File: src/rtl/sgdram_pkg.sv
package sgdram_pkg;

  typedef enum logic [3:0] {
    C_NOP    = 4'd0,
    C_MRS    = 4'd1,
    C_SMRS   = 4'd2,
    C_ACT    = 4'd3,
    C_ACTM   = 4'd4,
    C_PRE    = 4'd5,
    C_PREALL = 4'd6,
    C_RD     = 4'd7,
    C_WR     = 4'd8,
    C_BWR    = 4'd9,
    C_BST    = 4'd10,
    C_REF    = 4'd11
  } cmd_e;

  typedef enum logic [1:0] {
    B_IDLE   = 2'd0,
    B_ACTIVE = 2'd1,
    B_PRECH  = 2'd2
  } bank_e;

  // pin decode: {ras_n,cas_n,we_n} with chip select and graphics select
  function automatic cmd_e classify(input logic cs_n, input logic [2:0] rcw,
                                    input logic dsf, input logic all_bit);
    if (cs_n) return C_NOP;
    case (rcw)
      3'b000:  return dsf ? C_SMRS : C_MRS;
      3'b001:  return C_REF;
      3'b010:  return all_bit ? C_PREALL : C_PRE;
      3'b011:  return dsf ? C_ACTM : C_ACT;
      3'b100:  return dsf ? C_BWR : C_WR;
      3'b101:  return C_RD;
      3'b110:  return C_BST;
      default: return C_NOP;
    endcase
  endfunction

  // beats for a burst-length code
  function automatic logic [3:0] burst_beats(input logic [2:0] code);
    case (code)
      3'd0:    return 4'd1;
      3'd1:    return 4'd2;
      3'd2:    return 4'd4;
      default: return 4'd8;
    endcase
  endfunction

endpackage

File: src/rtl/sgdram_mode_regs.sv
module sgdram_mode_regs #(
  parameter int AW = 11
) (
  input  logic          clk,
  input  logic          rst_n,
  input  logic          load_mr,
  input  logic          load_smr,
  input  logic [AW-1:0] addr,
  output logic [AW-1:0] mr,
  output logic [AW-1:0] smr,
  output logic [3:0]    rd_len,
  output logic [3:0]    wr_len
);
  import sgdram_pkg::*;

  localparam int WBL_BIT = AW - 2;

  always_ff @(posedge clk) begin
    if (!rst_n) begin
      mr  <= '0;
      smr <= '0;
    end else begin
      if (load_mr)  mr  <= addr;
      if (load_smr) smr <= addr;
    end
  end

  always_comb begin
    rd_len = burst_beats(mr[2:0]);
    wr_len = mr[WBL_BIT] ? 4'd1 : rd_len;
  end

  p_loads_exclusive_r8: assert property (@(posedge clk) disable iff (!rst_n)
    !(load_mr && load_smr));

endmodule

File: src/rtl/sgdram_bank.sv
module sgdram_bank #(
  parameter int TRP = 2,
  parameter int LW  = 4
) (
  input  logic          clk,
  input  logic          rst_n,
  input  logic          do_act,
  input  logic          act_dsf,
  input  logic          do_pre,
  input  logic          do_rdwr,
  input  logic          rdwr_ap,
  input  logic [LW-1:0] rdwr_len,
  input  logic          do_bst,
  output logic          is_idle,
  output logic          is_active,
  output logic          wpb,
  output logic          ap_pend,
  output logic          bursting
);
  import sgdram_pkg::*;

  localparam int TW = $clog2(TRP + 1);
  localparam logic [TW-1:0] TRP_V = TW'(TRP);

  bank_e         state_q;
  logic [TW-1:0] tcnt_q;
  logic [LW-1:0] rem_q;
  logic          wpb_q;
  logic          ap_q;

  // named internal events
  logic burst_last;
  logic prech_done;
  assign burst_last = (rem_q == LW'(1));
  assign prech_done = (state_q == B_PRECH) && (tcnt_q <= TW'(1));

  always_ff @(posedge clk) begin
    if (!rst_n) begin
      state_q <= B_IDLE;
      tcnt_q  <= '0;
      rem_q   <= '0;
      wpb_q   <= 1'b0;
      ap_q    <= 1'b0;
    end else if (do_act) begin
      state_q <= B_ACTIVE;
      wpb_q   <= act_dsf;
    end else if (do_pre) begin
      if (state_q == B_ACTIVE) begin
        state_q <= B_PRECH;
        tcnt_q  <= TRP_V;
        rem_q   <= '0;
        wpb_q   <= 1'b0;
      end
    end else if (do_rdwr) begin
      rem_q <= rdwr_len;
      ap_q  <= rdwr_ap;
    end else if (state_q == B_PRECH) begin
      if (prech_done) begin
        state_q <= B_IDLE;
        ap_q    <= 1'b0;
        tcnt_q  <= '0;
      end else begin
        tcnt_q <= tcnt_q - TW'(1);
      end
    end else if (do_bst && !ap_q) begin
      rem_q <= '0;
    end else if (rem_q != '0) begin
      rem_q <= rem_q - LW'(1);
      if (burst_last && ap_q) begin
        state_q <= B_PRECH;
        tcnt_q  <= TRP_V;
        wpb_q   <= 1'b0;
      end
    end
  end

  assign is_idle   = (state_q == B_IDLE);
  assign is_active = (state_q == B_ACTIVE);
  assign wpb       = wpb_q;
  assign ap_pend   = ap_q;
  assign bursting  = (rem_q != '0);

  p_active_via_prech_r3: assert property (@(posedge clk) disable iff (!rst_n)
    is_active |=> !is_idle);
  p_wpb_from_act_r6: assert property (@(posedge clk) disable iff (!rst_n)
    $rose(wpb) |-> $past(do_act && act_dsf));
  p_no_burst_when_closed_r10: assert property (@(posedge clk) disable iff (!rst_n)
    bursting |-> is_active);

endmodule

File: src/rtl/sgdram_cmd_decoder.sv
module sgdram_cmd_decoder #(
  parameter int AW  = 11,
  parameter int TRP = 2
) (
  input  logic          clk,
  input  logic          rst_n,
  input  logic          cs_n,
  input  logic          ras_n,
  input  logic          cas_n,
  input  logic          we_n,
  input  logic          dsf,
  input  logic [AW-1:0] addr,
  output logic [3:0]    cmd_o,
  output logic          illegal_o,
  output logic [1:0]    bank_active_o,
  output logic [1:0]    bank_idle_o,
  output logic [1:0]    wpb_o,
  output logic [1:0]    burst_o,
  output logic [AW-1:0] mr_o,
  output logic [AW-1:0] smr_o
);
  import sgdram_pkg::*;

  localparam int NB      = 2;
  localparam int LW      = 4;
  localparam int BANK_B  = AW - 1;
  localparam int ALL_B   = AW - 2;
  localparam int AP_B    = AW - 3;

  cmd_e       cls;
  logic       bsel;
  logic       legal;
  logic       lock;
  logic [LW-1:0] rd_len, wr_len;
  logic [NB-1:0] idle_w, act_w, wpb_w, ap_w, burst_w;
  logic [NB-1:0] do_act, do_pre, do_rdwr;
  logic       is_rdwr, is_wr;

  assign cls     = classify(cs_n, {ras_n, cas_n, we_n}, dsf, addr[ALL_B]);
  assign bsel    = addr[BANK_B];
  assign lock    = |ap_w;
  assign is_wr   = (cls == C_WR) || (cls == C_BWR);
  assign is_rdwr = is_wr || (cls == C_RD);

  always_comb begin
    case (cls)
      C_MRS, C_SMRS, C_REF: legal = &idle_w;
      C_ACT, C_ACTM:        legal = idle_w[bsel];
      C_PRE:                legal = !ap_w[bsel];
      C_PREALL:             legal = !lock;
      C_RD, C_WR, C_BWR:    legal = act_w[bsel] && !lock;
      default:              legal = 1'b1;
    endcase
  end

  sgdram_mode_regs #(.AW(AW)) u_mode (
    .clk      (clk),
    .rst_n    (rst_n),
    .load_mr  (legal && cls == C_MRS),
    .load_smr (legal && cls == C_SMRS),
    .addr     (addr),
    .mr       (mr_o),
    .smr      (smr_o),
    .rd_len   (rd_len),
    .wr_len   (wr_len)
  );

  for (genvar b = 0; b < NB; b++) begin : g_bank
    assign do_act[b]  = legal && (cls == C_ACT || cls == C_ACTM) && (bsel == 1'(b));
    assign do_pre[b]  = legal && ((cls == C_PREALL) || (cls == C_PRE && bsel == 1'(b)));
    assign do_rdwr[b] = legal && is_rdwr && (bsel == 1'(b));

    sgdram_bank #(.TRP(TRP), .LW(LW)) u_bank (
      .clk       (clk),
      .rst_n     (rst_n),
      .do_act    (do_act[b]),
      .act_dsf   (dsf),
      .do_pre    (do_pre[b]),
      .do_rdwr   (do_rdwr[b]),
      .rdwr_ap   (addr[AP_B]),
      .rdwr_len  (is_wr ? wr_len : rd_len),
      .do_bst    (legal && cls == C_BST),
      .is_idle   (idle_w[b]),
      .is_active (act_w[b]),
      .wpb       (wpb_w[b]),
      .ap_pend   (ap_w[b]),
      .bursting  (burst_w[b])
    );
  end

  cmd_e cmd_q;
  logic illegal_q;
  logic bank_q;

  always_ff @(posedge clk) begin
    if (!rst_n) begin
      cmd_q     <= C_NOP;
      illegal_q <= 1'b0;
      bank_q    <= 1'b0;
    end else begin
      cmd_q     <= cls;
      illegal_q <= !legal;
      bank_q    <= bsel;
    end
  end

  assign cmd_o         = cmd_q;
  assign illegal_o     = illegal_q;
  assign bank_active_o = act_w;
  assign bank_idle_o   = idle_w;
  assign wpb_o         = wpb_w;
  assign burst_o       = burst_w;

  logic rdwr_ok_q;
  assign rdwr_ok_q = !illegal_q && (cmd_q == C_RD || cmd_q == C_WR || cmd_q == C_BWR);

  p_ref_both_idle_r5: assert property (@(posedge clk) disable iff (!rst_n)
    (cmd_q == C_REF && !illegal_q) |-> $past(&idle_w));
  p_rdwr_bank0_open_r4: assert property (@(posedge clk) disable iff (!rst_n)
    (rdwr_ok_q && !bank_q) |-> $past(act_w[0]));
  p_rdwr_bank1_open_r4: assert property (@(posedge clk) disable iff (!rst_n)
    (rdwr_ok_q && bank_q) |-> $past(act_w[1]));
  p_mr_change_r8: assert property (@(posedge clk) disable iff (!rst_n)
    !$stable(mr_o) |-> (cmd_q == C_MRS && !illegal_q));
  p_lock_blocks_rdwr_r9: assert property (@(posedge clk) disable iff (!rst_n)
    (lock && is_rdwr) |=> illegal_o);

endmodule

File: config.mk
export PLATFORM = sky130hd
export DESIGN_NAME = sgdram_cmd_decoder
export DESIGN_NICKNAME = d
export VERILOG_FILES = /design/src/rtl/sgdram_pkg.sv /design/src/rtl/sgdram_mode_regs.sv /design/src/rtl/sgdram_bank.sv /design/src/rtl/sgdram_cmd_decoder.sv
export SDC_FILE = /design/constraint.sdc
export NUM_CORES = 1
export LEC_CHECK = 0
export ABC_AREA = 1
export BUFFER_PORTS_ARGS = -buffer_cell sky130_fd_sc_hd__buf_4
export CORE_ASPECT_RATIO = 0.9
export CORE_MARGIN = 2
export CORE_UTILIZATION = 56
export DETAILED_ROUTE_END_ITERATION = 10
export HOLD_SLACK_MARGIN = 0.12
export PLACE_DENSITY_LB_ADDON = 0.12
export SLEW_MARGIN = 20
export SYNTH_ARGS = -nofsm -noshare
export SYNTH_HDL_FRONTEND = slang
export SYNTH_SLANG_ARGS = --single-unit
File: constraint.sdc
create_clock -name clk -period 2.8 [get_ports clk]
set_clock_uncertainty 0.1 [all_clocks]
set_input_delay 0.28 -clock clk [delete_from_list [all_inputs] [get_ports clk]]
set_output_delay 0.28 -clock clk [all_outputs]
set_load 0.1 [all_outputs]
==> flow_summary_export.csv, run 1 <==
group,metric,value,unit
status,status,"completed",
detailed_routing,routed_via_density,5.242,
setup_path,setup.worst_path.end,"g_bank[0].u_bank.rem_q[2]$_SDFFE_PN0P_",
floorplanning,coreArea,5161,um2
timing,finalMaxSlewViolations,0,
clock_tree,clock-sinks,47,
floorplanning,fp.dieW,80.54,um
timing,period_share,0.8027,
timing,fmaxAchievable,444.9,MHz
setup_path,start_kind,"flop",
clock_tree,cts-root-buf,"clkbuf_8",
power_and_ir_drop,ir_drop,0.8795,mV
floorplanning,placementRows,25,
floorplanning,io_pins,53,
detailed_routing,drtAntennaViolNets,0,
layout,nets,521,
timing,fin_tns_setup,0,ns
synthesis,synth_seq_cells,47,
grt,grt_pass1_wl,12.01,mm
setup_path,critPathMaxFanout,15,
detailed_routing,routedWlPerCell,12.71,um
timing,setup_violations,0,
grt,grt_pass1_vias,2651,
setup_path,reg2reg_to,"g_bank[0].u_bank.rem_q[2]$_SDFFE_PN0P_",
clock_tree,cts_max_level,2,
timing,maxSlewHeadroom,0.4432,
grt,antenna_found_initial,0,
setup_path,crit_arrival,2.37,ns
synthesis,synthArstFlopShare,0,
synthesis,synth_ff_type,"dfxtp_1",
clock_tree,cts.reportedPaths.clkPinSlew,0.10,ns
layout,drive_above_1_share,0.2209,
setup_path,r2r-start,"g_bank[1].u_bank.state_q[0]$_SDFFE_PN0P_",
synthesis,yosys_warnings,0,
clock_tree,post_cts_resized,0,
clock_tree,cts_tree,"yes",
floorplanning,die-area,5871,um2
detailed_routing,vias,2962,
timing,worst_slew_pin_slew,0.8342,ns
job,max_cap_violations,0,
clock_tree,cts_inserted_buffers,5,
layout,postLayoutCoreUtil,0.6744,
setup_path,critPathRequiredTime,2.92,ns
layout,synthToLayoutAreaGrowth,17.88,%
synthesis,synth_most_common_cell,"nand2_1",
setup_path,rr_worst_depth,15,
floorplanning,initial_core_util,0.5721,
timing,timing.final.hold_violations,0,
synthesis,synth_common_cells,"90 x nand2_1, 69 x nor2_1, 47 x dfxtp_1",
detailed_routing,drt-initial-drc-count,201,
synthesis,yosys.area.top_type_share,0.3186,
timing,rsz0062_at_grt,"no",
clock_tree,clock_path_buffers,2,
layout,n_fill_cell,478,
detailed_routing,post-route-drc-count,0,
placed_design,dpl.hpwl,5.137,mm
detailed_routing,drtPass1Iterations,4,
setup_path,crit_path_end_kind,"flop",
synthesis,synthTopCellsByArea,"dfxtp_1 32%, nand2_1 11%, nor2_1 8.8%, nand3_1 5.6%, inv_1 5.5%",
synthesis,synth_top_area_cell,"dfxtp_1",
detailed_routing,wl,7.179,mm
floorplanning,die_y,72.89,um
min_path,min_from,"addr[9]",
grt,grt.total_usage,0.2597,
setup_path,crit_start,"g_bank[1].u_bank.state_q[0]$_SDFFE_PN0P_",
grt,grt_max_degree,25,
placed_design,gp_congestion,0.9096,
placed_design,io_buffers,52,
synthesis,syn_inst,449,
power_and_ir_drop,p_per_area,755.4,nW/um2
layout,antenna_cells,0,
synthesis,syn_area,2953,um2
synthesis,synth.avg_cell_area,6.576,um2
synthesis,synth.yosys.seq_area_share,0.3186,
clock_tree,clk_latency,0.32,ns
grt,gr-total-overflow,0,
power_and_ir_drop,cellLeakagePower,1.716,nW
timing,period_needed,2.248,ns
setup_path,r2r_slack,0.55,ns
min_path,hold_path.class,"in2reg",
setup_path,crit_type,"reg2reg",
synthesis,yosysUniqueCellTypes,35,
clock_tree,post_cts_buffers,0,
synthesis,synth_nets,473,
synthesis,synth-edff-count,0,
==> worst max-delay path, stage by stage, from the launching register on <==
cell and delay (ns):
dfxtp_1 0.41, inv_1 0.06, nor2_1 0.24, nand2_1 0.08, a21boi_0 0.23, nand2_2 0.11
nand2_2 0.08, nor2_4 0.05, nand3_4 0.12, nand2_4 0.13, nand2_1 0.13, nand3_1 0.09
nor2_2 0.15, nand2_1 0.06, nand2_1 0.06, nor2_1 0.04
==> layout by cell type, fill, tap and decap left out, types with 2 or more instances in the layout <==
cell type      instances
nor2_1                69
nand4_1                7
a21oi_1               30
dlygate4sd3_1          8
a31oi_1                3
o21ai_2                2
nor2_2                 7
nand2_2               11
a211oi_1              11
buf_4                 54
o21ai_1                8
o21a_1                 2
xor2_1                 3
nand2_4                3
o21ai_0               16
inv_2                 13
clkbuf_8               5
nor2_4                 2
nor3_1                 6
nand3_1               33
dfxtp_1               47
nand2_1               90
inv_8                  2
inv_1                 43
nand3b_1               2
ha_1                   6
nand3_2                7
==> how the worst min path moves through the flow <==
stage,to,slack (ns),depth (start not counted)
floorplan,u_mode.smr[0]$_SDFFE_PN0P_,0.32,2
global placement,g_bank[1].u_bank.tcnt_q[1]$_SDFFE_PN0P_,0.35,1
detailed placement,g_bank[0].u_bank.wpb$_SDFFE_PN0P_,0.36,2
CTS,u_mode.mr[9]$_SDFFE_PN0P_,0.14,3
global route,u_mode.mr[8]$_SDFFE_PN0P_,0.16,3
finish,u_mode.mr[9]$_SDFFE_PN0P_,0.15,3
==> metal layers <==
metal	vias up	share of wire	track usage	routed length (um)
li1	1545	-	-	-
met1	1334	0.46	0.3410	3307
met2	74	0.47	0.4380	3378
met3	9	0.057	0.04455	408
met4	0	0.012	0.07910	85
met5	-	0	0	0
==> sequential cells by signal, summed over array words and instances, names as in the netlist <==
register,cells
cmd_o,4
g_bank.u_bank.ap_pend,2
g_bank.u_bank.rem_q,8
g_bank.u_bank.state_q,4
g_bank.u_bank.tcnt_q,4
g_bank.u_bank.wpb,2
illegal_o,1
u_mode.mr,11
u_mode.smr,11
==> power breakdown <==
part	switching (W)	internal (W)	total, W	leakage, nW
logic	0.000924	0.000411	0.00133	1.28
registers	0.0000630	0.000758	0.000821	0.384
clock network	0.000281	0.000192	0.000473	0.0526
==> logic make-up (layout without fill, tap and decap cells) <==
kind of cell	after synthesis	in the layout	share of synthesized area
simple gates	240	240	0.3792
buf+inv	77	126	0.1191
compound gates	75	75	0.1458
flops	47	47	0.3186
fa+ha+maj	6	6	0.02542
xor+xnor	4	4	0.01187
==> area by class of cell <==
class / count / area, um2 / share of cell area
Tap cell: 67 / 83.83 / 0.02408
Clock inverter: 3 / 31.28 / 0.008986
Sequential cell: 47 / 940.9 / 0.2703
Clock buffer: 5 / 68.82 / 0.01977
Inverter: 56 / 210.2 / 0.06039
Timing Repair Buffer: 62 / 485.5 / 0.1395
Multi-Input combinational cell: 325 / 1660 / 0.4770
==> stage by stage <==
step                cell area [um2]  worst slack, ns  total power [W]  hold slack (ns)  cells
global route                   3481           0.2590         0.002815           0.1625    565
floorplan                      2953           0.6198         0.001947           0.3177    449
finish                         3481           0.5525         0.002629           0.1501    565
detailed placement             3301           0.3220         0.002153           0.3563    549
global placement               3301           0.3642         0.002134           0.3477    549
CTS                            3481           0.5502         0.002635           0.1370    565
==> repair_timing <==
action	CTS	global route
endpoints found under the hold margin	11	0
hold buffers	8	0
setup endpoints to repair	0	0
(Power assumes the default switching activity.)
==> inputs of run 2 (changes only) <==
--- a/config.mk
+++ b/config.mk
@@ -9,7 +9,7 @@
 export BUFFER_PORTS_ARGS = -buffer_cell sky130_fd_sc_hd__buf_4
 export CORE_ASPECT_RATIO = 0.9
 export CORE_MARGIN = 2
-export CORE_UTILIZATION = 56
+export CORE_UTILIZATION = 51
 export DETAILED_ROUTE_END_ITERATION = 10
 export HOLD_SLACK_MARGIN = 0.12
 export PLACE_DENSITY_LB_ADDON = 0.12
==> constraint.sdc (replaced) <==
create_clock -name clk -period 1.9 [get_ports clk]
set_clock_uncertainty 0.1 [all_clocks]
set_input_delay 0.19 -clock clk [delete_from_list [all_inputs] [get_ports clk]]
set_output_delay 0.19 -clock clk [all_outputs]
set_load 0.1 [all_outputs]
==> run 2 against run 1 <==
  * The run now ends with setup timing left
  * Non-clock buffer count rose by 73
  * First-iteration DRC count rose by 11%
  * Die area is 9.3% higher
  * Core utilization up 11 points
==> flow_summary_export.csv, run 2 (same netlist as run 1, synthesis figures left out) <==
group,metric,value,unit
grt,antenna_found_initial,0,
detailed_routing,routedWlPerCell,15.31,um
placed_design,placed_cell_area,3796,um2
layout,fin_cells,641,
timing,period_share,1.134,
detailed_routing,post-route-drc-count,0,
clock_tree,clock_path_buffers,2,
placed_design,gp_congestion,0.8976,
detailed_routing,routed_via_density,5.446,
setup_path,crit_arrival,2.24,ns
layout,drive_above_1_share,0.4151,
timing,maxSlewHeadroom,0.6015,
grt,gr-total-overflow,0,
clock_tree,cts-root-buf,"clkbuf_8",
clock_tree,cts_tree,"yes",
timing,timing.final.hold_violations,0,
setup_path,start_kind,"primary input",
timing,fmaxAchievable,464.2,MHz
grt,grt_max_degree,24,
power_and_ir_drop,p_per_area,968.7,nW/um2
layout,largest_registers,"u_mode.mr: 11 flops, u_mode.smr: 11 flops, g_bank.u_bank.rem_q: 8 flops",
placed_design,io_buffers,52,
placed_design,place_inst,608,
layout,n_fill_cell,390,
detailed_routing,drtAntennaViolNets,0,
timing,fin_tns_setup,-6.823,ns
grt,grt_pass1_vias,3454,
clock_tree,cts_inserted_buffers,5,
floorplanning,initial_core_util,0.5247,
clock_tree,clock-sinks,47,
power_and_ir_drop,switchingPower,0.002000,W
grt,grt.total_usage,0.2950,
placed_design,dpl.hpwl,5.964,mm
floorplanning,coreArea,5628,um2
layout,antenna_cells,0,
detailed_routing,vias,3491,
timing,rsz0062_at_grt,"yes",
layout,synthToLayoutAreaGrowth,49.96,%
min_path,hold_path.class,"in2reg",
timing,setup_violations,42,
setup_path,critPathMaxFanout,7,
setup_path,crit_path_end_kind,"flop",
setup_path,critPathRequiredTime,1.98,ns
power_and_ir_drop,cellLeakagePower,2.130,nW
placed_design,dp_slack,-0.4269,ns
timing,period_needed,2.154,ns
floorplanning,io_pins,53,
power_and_ir_drop,internal_power,0.002289,W
power_and_ir_drop,seq_power_share,0.283,
layout,layout_commonest_cell,"buf_4",
detailed_routing,drt-initial-drc-count,223,
power_and_ir_drop,power_frac_comb,0.537,
floorplanning,placementRows,26,
status,status,"finished with violations",
status,violations,"setup timing",
floorplanning,die-area,6415,um2
floorplanning,die_y,76.19,um
power_and_ir_drop,total_power,0.004289,W
detailed_routing,drtPass1Iterations,4,
clock_tree,cts_max_level,2,
setup_path,crit_type,"in2reg",
power_and_ir_drop,clkPwrFrac,0.180,
layout,final_cell_mix,"116 x buf_4, 74 x nand2_1, 55 x nor2_1, 44 x dfxtp_1, 39 x inv_1",
detailed_routing,wl,9.812,mm
layout,final_cell_area,4428,um2
power_and_ir_drop,p_sw_frac,0.4663,
floorplanning,fp.dieW,84.21,um
timing,worst_slew_pin_slew,0.5971,ns
clock_tree,clk_latency,0.31,ns
layout,nets,594,
timing,setup_ws,-0.2540,ns
power_and_ir_drop,ir_drop,0.6862,mV
job,max_cap_violations,0,
clock_tree,cts.reportedPaths.clkPinSlew,0.10,ns
timing,finalMaxSlewViolations,0,
grt,grt_pass1_wl,15.57,mm
## run 2: cell types whose count changed in the layout (fill, tap and decap cells not counted), moves of 4 or more
| cell | change |
|---|---|
| inv_1 | -4 |
| nor2_1 | -14 |
| nand3_2 | +8 |
| nand2_1 | -16 |
| nand2_2 | +11 |
| nand3_1 | -8 |
| nor2_4 | +9 |
| buf_6 | +5 |
| nor2_2 | +5 |
| buf_4 | +62 |
| buf_12 | +4 |
## run 2: power groups by stage
stage / registers (W) / clock network [W] / logic, W
finish: 0.00121 / 0.000771 / 0.00230
global route: 0.00123 / 0.000811 / 0.00251
CTS: 0.00121 / 0.000782 / 0.00219
detailed placement: 0.00124 / 0 / 0.00206
global placement: 0.00123 / 0 / 0.00202
floorplan: 0.00154 / 0 / 0.00135
## run 2: what timing repair did
| action | CTS | global route |
|---|---|---|
| setup buffers | 14 | 1 |
| gates cloned | 1 | 0 |
| resized for setup | 44 | 36 |
| hold buffers | 9 | 0 |
| setup endpoints to repair | 41 | 43 |
| hold endpoints to repair | 20 | 0 |
| pin swaps | 21 | 21 |
## run 2: layer usage
layer  share of wire  routed length [um]  up-vias  global-route usage
met5               0                   0        -                   0
met4           0.028                 274        0              0.1177
met3           0.068                 666       31             0.04767
met2            0.50                4941      172              0.5127
met1            0.40                3929     1610              0.3621
li1                -                   -     1678                   -
## run 2: path summary, 6_finish.rpt
kind	startpoint	endpoint	slack (ns)	cells past startpoint
max	ras_n	g_bank[1].u_bank.rem_q[0]$_SDFFE_PN0P_	-0.25	18
min	addr[9]	u_mode.mr[9]$_SDFFE_PN0P_	0.17	4
max reg2reg	g_bank[0].u_bank.state_q[0]$_SDFFE_PN0P_	g_bank[1].u_bank.rem_q[0]$_SDFFE_PN0P_	-0.12	13
min reg2reg	g_bank[1].u_bank.tcnt_q[1]$_SDFFE_PN0P_	g_bank[1].u_bank.tcnt_q[1]$_SDFFE_PN0P_	0.38	1
## run 2: cell type report
class	count	area, um2	share of cell area
clock buffer	5	68.82	0.01554
clock inverter	3	43.79	0.009890
inverter	56	215.2	0.04860
multi-input combinational	325	1938	0.4377
sequential	47	949.7	0.2145
tap	70	87.58	0.01978
timing repair buffer	135	1125	0.2540
## run 2: through the flow
step                      utilization  hold slack (ns)
final                          0.7868           0.1711
after global routing           0.7868           0.1883
after detailed placement       0.6745           0.3469
after CTS                      0.7597           0.1505
after global placement         0.6745           0.3477
after floorplan                     -           0.2277
## run 2: critical path: stages
cell     delay (ns)
buf_6          0.13
nor2_4         0.16
nand3_1        0.10
nand2_2        0.09
nor2_4         0.06
nor2_4         0.21
nand2_4        0.09
nor2_2         0.16
nand3_2        0.10
nand2_2        0.11
nor2_4         0.05
nand3_4        0.14
nand2_4        0.11
buf_4          0.17
o21ai_1        0.10
nand4_1        0.12
nand2_1        0.09
nor2_1         0.04
